## config.mk

```make
export PLATFORM = sky130hd
export DESIGN_NAME = eicb_bank
export DESIGN_NICKNAME = d
export VERILOG_FILES = /design/src/rtl/eicb_pkg.sv /design/src/rtl/eicb_sync.sv /design/src/rtl/eicb_detect.sv /design/src/rtl/eicb_regs.sv /design/src/rtl/eicb_bank.sv
export SDC_FILE = /design/constraint.sdc
export NUM_CORES = 1
export LEC_CHECK = 0
export ABC_CLOCK_PERIOD_IN_PS = 2300
export BUFFER_PORTS_ARGS = -buffer_cell sky130_fd_sc_hd__buf_2
export CORE_MARGIN = 3
export CORE_UTILIZATION = 43
export DETAILED_ROUTE_END_ITERATION = 7
export PLACE_DENSITY = 0.66
export SETUP_SLACK_MARGIN = 0.2
export SYNTH_ARGS = -nofsm -noshare
export SYNTH_HDL_FRONTEND = slang
export SYNTH_SLANG_ARGS = --single-unit
```

## constraint.sdc

```tcl
create_clock -name clk -period 2.3 [get_ports clk]
set_input_delay 0.115 -clock clk [delete_from_list [all_inputs] [get_ports clk]]
set_output_delay 0.115 -clock clk [all_outputs]
set_load 0.02 [all_outputs]
```

## src/rtl/eicb_pkg.sv

```systemverilog
package eicb_pkg;

    localparam int ADDR_W = 5;

    typedef enum logic [2:0] {
        SEL_EN  = 3'd0,
        SEL_RAW = 3'd1,
        SEL_MSK = 3'd2,
        SEL_ACK = 3'd3,
        SEL_LVL = 3'd4,
        SEL_ANY = 3'd5,
        SEL_POL = 3'd6,
        SEL_DIN = 3'd7
    } sel_e;

    typedef struct packed {
        logic lvl;   // 1: level trigger, 0: edge trigger
        logic any;   // 1: either edge, overrides lvl and pol
        logic pol;   // 1: rising / high, 0: falling / low
    } trig_cfg_t;

    // Edge checks use fresh so that a held cur/prv pair does not re-fire
    function automatic logic trig_fire(trig_cfg_t c, logic cur, logic prv, logic fresh);
        if (c.any)
            return fresh & (cur ^ prv);
        if (c.lvl)
            return c.pol ? cur : ~cur;
        return fresh & (c.pol ? (cur & ~prv) : (~cur & prv));
    endfunction

    function automatic logic trig_sticky(trig_cfg_t c);
        return c.any | ~c.lvl;
    endfunction

endpackage

```

## src/rtl/eicb_sync.sv

```systemverilog
module eicb_sync #(
    parameter int NCH = 8
) (
    input  logic           clk,
    input  logic           rst,
    input  logic           smp_en,
    input  logic [NCH-1:0] pin_i,
    output logic [NCH-1:0] cur_o,
    output logic [NCH-1:0] prv_o,
    output logic           fresh_o
);
    logic [NCH-1:0] meta_q;

    for (genvar i = 0; i < NCH; i++) begin : g_ch
        always_ff @(posedge clk) begin
            if (rst) begin
                meta_q[i] <= 1'b0;
                cur_o[i]  <= 1'b0;
                prv_o[i]  <= 1'b0;
            end else if (smp_en) begin
                meta_q[i] <= pin_i[i];
                cur_o[i]  <= meta_q[i];
                prv_o[i]  <= cur_o[i];
            end
        end
    end

    always_ff @(posedge clk) begin
        if (rst) fresh_o <= 1'b0;
        else     fresh_o <= smp_en;
    end
endmodule

```

## src/rtl/eicb_detect.sv

```systemverilog
module eicb_detect
    import eicb_pkg::*;
#(
    parameter int NCH = 8
) (
    input  logic                      clk,
    input  logic                      rst,
    input  trig_cfg_t [NCH-1:0]       cfg_i,
    input  logic      [NCH-1:0]       cur_i,
    input  logic      [NCH-1:0]       prv_i,
    input  logic                      fresh_i,
    input  logic      [NCH-1:0]       ack_i,
    output logic      [NCH-1:0]       raw_o
);
    for (genvar i = 0; i < NCH; i++) begin : g_ch
        logic hit;
        always_comb hit = trig_fire(cfg_i[i], cur_i[i], prv_i[i], fresh_i);

        always_ff @(posedge clk) begin
            if (rst)
                raw_o[i] <= 1'b0;
            else if (trig_sticky(cfg_i[i]))
                raw_o[i] <= hit | (raw_o[i] & ~ack_i[i]);
            else
                raw_o[i] <= hit & ~ack_i[i];
        end
    end
endmodule

```

## src/rtl/eicb_regs.sv

```systemverilog
module eicb_regs
    import eicb_pkg::*;
#(
    parameter int NCH = 8,
    parameter int DW  = 32
) (
    input  logic                  clk,
    input  logic                  rst,
    input  logic                  wr_en,
    input  logic [ADDR_W-1:0]     addr,
    input  logic [DW-1:0]         wdata,
    input  logic [NCH-1:0]        raw_i,
    input  logic [NCH-1:0]        cur_i,
    output trig_cfg_t [NCH-1:0]   cfg_o,
    output logic [NCH-1:0]        en_o,
    output logic [NCH-1:0]        ack_o,
    output logic [DW-1:0]         rdata,
    output logic                  irq_o
);
    localparam int PAD = DW - NCH;

    sel_e           sel;
    logic [NCH-1:0] lvl_q, any_q, pol_q, en_q, rd_bits, msk;

    always_comb sel = sel_e'(addr[4:2]);

    always_ff @(posedge clk) begin
        if (rst) begin
            en_q  <= '0;
            lvl_q <= '0;
            any_q <= '0;
            pol_q <= '0;
        end else if (wr_en) begin
            case (sel)
                SEL_EN:  en_q  <= wdata[NCH-1:0];
                SEL_LVL: lvl_q <= wdata[NCH-1:0];
                SEL_ANY: any_q <= wdata[NCH-1:0];
                SEL_POL: pol_q <= wdata[NCH-1:0];
                default: ;
            endcase
        end
    end

    for (genvar i = 0; i < NCH; i++) begin : g_cfg
        always_comb cfg_o[i] = '{lvl: lvl_q[i], any: any_q[i], pol: pol_q[i]};
    end

    always_comb begin
        msk   = raw_i & en_q;
        en_o  = en_q;
        ack_o = (wr_en && sel == SEL_ACK) ? wdata[NCH-1:0] : '0;
        irq_o = |msk;
        case (sel)
            SEL_EN:  rd_bits = en_q;
            SEL_RAW: rd_bits = raw_i;
            SEL_MSK: rd_bits = msk;
            SEL_LVL: rd_bits = lvl_q;
            SEL_ANY: rd_bits = any_q;
            SEL_POL: rd_bits = pol_q;
            SEL_DIN: rd_bits = cur_i;
            default: rd_bits = '0;
        endcase
        rdata = {{PAD{1'b0}}, rd_bits};
    end
endmodule

```

## src/rtl/eicb_bank.sv

```systemverilog
module eicb_bank
    import eicb_pkg::*;
#(
    parameter int NCH = 8,
    parameter int DW  = 32
) (
    input  logic                clk,
    input  logic                rst,
    input  logic                smp_en,
    input  logic [NCH-1:0]      pin_i,
    input  logic                wr_en,
    input  logic [ADDR_W-1:0]   addr,
    input  logic [DW-1:0]       wdata,
    output logic [DW-1:0]       rdata,
    output logic                irq_o
);
    trig_cfg_t [NCH-1:0] cfg;
    logic [NCH-1:0]      cur, prv, raw, ack, en;
    logic                fresh;

    eicb_sync #(.NCH(NCH)) u_sync (
        .clk(clk), .rst(rst), .smp_en(smp_en), .pin_i(pin_i),
        .cur_o(cur), .prv_o(prv), .fresh_o(fresh)
    );

    eicb_detect #(.NCH(NCH)) u_det (
        .clk(clk), .rst(rst), .cfg_i(cfg), .cur_i(cur), .prv_i(prv),
        .fresh_i(fresh), .ack_i(ack), .raw_o(raw)
    );

    eicb_regs #(.NCH(NCH), .DW(DW)) u_regs (
        .clk(clk), .rst(rst), .wr_en(wr_en), .addr(addr), .wdata(wdata),
        .raw_i(raw), .cur_i(cur), .cfg_o(cfg), .en_o(en), .ack_o(ack),
        .rdata(rdata), .irq_o(irq_o)
    );
endmodule

```

==> run metrics <==
outcome=finished clean; CTS HTree Levels=3; DRC errors left=0; clk_lat worst skew=330 ps; Post-Syn Area=3720 um2; number of port buffers=31; NetSw=0.634 mW; post-synth cell types=41; Gate power share=11.8%; yosys warns=0; Sum Neg Setup Slack=0 ps; setup slack, reg-to-reg=840 ps; Fin. Hold Viols=0; drt first pass iters=5; fin crit share=74.4%; Crit path required time=2180 ps; worst slew pin tran=768 ps; Routed Antenna Nets=0; WL/cell=14.4 um; ys flop type=dfxtp_1; Power Internal=1.64 mW; die area=9800 um2; Fill cells=803; number of max-cap violations=0; first-pass GRT wire length=13100 um; grt ovf=0; critical path cell sequence=mux4_2, nand2_1, o21ai_0, buf_2; Num CTS Buffers=9; Avg Inst Size Synth=8.92 um2; largest net degree at the start of global routing=66; CTS tree=yes; Slew Limit Fails=0; unrepaired setup endpoints after global routing=false; clock sinks=65; Worst VDD drop=0.306 mV; Die Span Y=99.0 um; most numerous cell in the Yosys netlist=dfxtp_1; CTS Buffer Depth=2; Cells after Synth=417; FF+latch count, synth=65; Worst Clk Skew=6.08 ps; switch share=27.9%; Post-synth EDFFs=0; pwr/cell area=568 nW/um2; vias in the first global route=2539; sequential power share=52.3%; critical path class=reg2out; cell taking the most area after synthesis=dfxtp_1; 1st-iter DRT viols=154; via count=2888; Die W=99.0 um; Commonest cells post-synth=65 x dfxtp_1, 64 x nand2_1, 39 x nor2_1; Layout area overhead=7.70%; initial antenna violation count=0; Fmax=584 MHz; CTS clk-pin slew, worst paths=70 ps; Antenna diodes=0; # rows=33; Arrival @ worst endpoint=1600 ps; slowest cell on the critical path=mux4_2; Register Area=1300 um2; post-detail-place hpwl=5240 um; minimum clock period after layout=1710 ps; Overall Global Routing Usage=16.7%; Clk network pwr share=35.9%; Total Wirelength=7960 um; Leakage=1.55 nW; sequential cell area fraction in the yosys report=35.0%; startpoint types=flop; largest stage delay on the critical path=510 ps; Pwr Total=2.28 mW; I/O pins=82; RD Place Congestion=0.855; FFs w/ async S/R, synth=0%; footprint of the multi-input gates=2080 um2; share of cells above drive strength 1=16.6%; initial core utilization=44.8%; # setup viols final=0; Worst Path Max Fanout=6; Slew HR=48.8%; largest cells by area after synthesis=dfxtp_1 35%, mux2i_1 8.9%, nand2_1 6.5%; final core occ=48.3%; Root Driver=clkbuf_8; post-synth top area share=35.0%; Core Region=8300 um2; Hold Path Class=in2reg; CP Capture Type=primary output; Layout Nets=506; Via density=5.24
## power groups by stage
stage                     logic (mW)  registers (mW)  clock network, mW
after floorplan                0.237            1.21                  0
after global placement         0.259            1.21                  0
after detailed placement       0.263            1.22                  0
after CTS                      0.269            1.19              0.848
after global routing           0.298            1.20              0.897
final                          0.269            1.19              0.816
## critical path: cells and delay by family, from the launching register on
kind | cells | cell delay [ps]
compound gates | 1 | 100
flops | 1 | 380
buf+inv | 1 | 190
mux | 1 | 510
simple gates | 1 | 90
## per-layer routing
layer	routed length [um]	global-route usage, %
met2	3440	23.9
met3	612	4.60
met5	0	0
met1	3840	24.7
met4	67	4.52
## final timing paths
check / depth (start not counted) / end / startpoint
max: 4 / rdata[1] / u_sync.cur_o[1]
min: 3 / u_sync.meta_q[5] / pin_i[5]
max reg2reg: 5 / u_det.raw_o[7] / u_sync.cur_o[7]
min reg2reg: 2 / u_regs.en_o[3] / u_regs.en_o[3]
## logic make-up (layout without fill, tap and decap cells)
kind of cell               count (synthesis)  after routing  synth area share (%)
AOI/OAI and AO/OA                         69             69                  13.0
xor gates and xnor gates                   8              8                  1.88
adders and majority gates                 16             16                  5.38
buffers and inverters                     74             80                  11.7
DFF                                       65             65                  35.0
muxes                                     49             49                  16.0
other                                      1             24                 0.101
and+or+nand+nor                          135            135                  16.9
## state kept, by name, summed over array words and instances, names as in the netlist
register / flops
u_sync.cur_o: 8
u_sync.fresh_o: 1
u_regs.lvl_q: 8
u_det.raw_o: 8
u_sync.prv_o: 8
u_regs.any_q: 8
u_sync.meta_q: 8
u_regs.pol_q: 8
u_regs.en_o: 8
## area by class of cell
| class | instances | area share (%) |
|---|---|---|
| multi-input combinational | 301 | 51.8 |
| sequential | 65 | 32.5 |
| timing repair buffer | 40 | 6.12 |
| tap | 105 | 3.28 |
| clock buffer | 10 | 3.19 |
| inverter | 24 | 2.25 |
| clock inverter | 6 | 0.874 |
## placed cells by master, fill, tap and decap left out, types with 4 or more instances in the layout
cell type,n
o2111ai_1,8
a221o_1,7
a21oi_1,25
o21ai_0,5
ha_1,16
buf_4,4
nor2b_1,4
xnor2_1,8
nand2b_1,14
conb_1,24
dfxtp_1,65
inv_1,23
clkinv_2,4
mux4_2,5
a32oi_1,7
mux2_2,9
o21ai_2,7
clkbuf_8,9
nand2_1,64
o21ai_1,4
dlygate4sd3_1,4
buf_2,31
nor2_1,39
mux2i_1,33
## per-stage QoR
step,instances,setup slack (ps),hold WS (ps),area (um2)
finish,551,589,15.8,4010
global route,551,478,27.5,4010
CTS,551,573,0.430,4010
detailed placement,531,637,357,3800
global placement,531,632,349,3800
floorplan,440,1050,251,3810
## timing repair
| item | in CTS | in global routing |
|---|---|---|
| gates resized for setup | 0 | 0 |
| buffers inserted | 0 | 0 |
| endpoints found under the hold margin | 4 | 0 |
| hold buffers | 4 | 0 |
(Power assumes the default switching activity.)
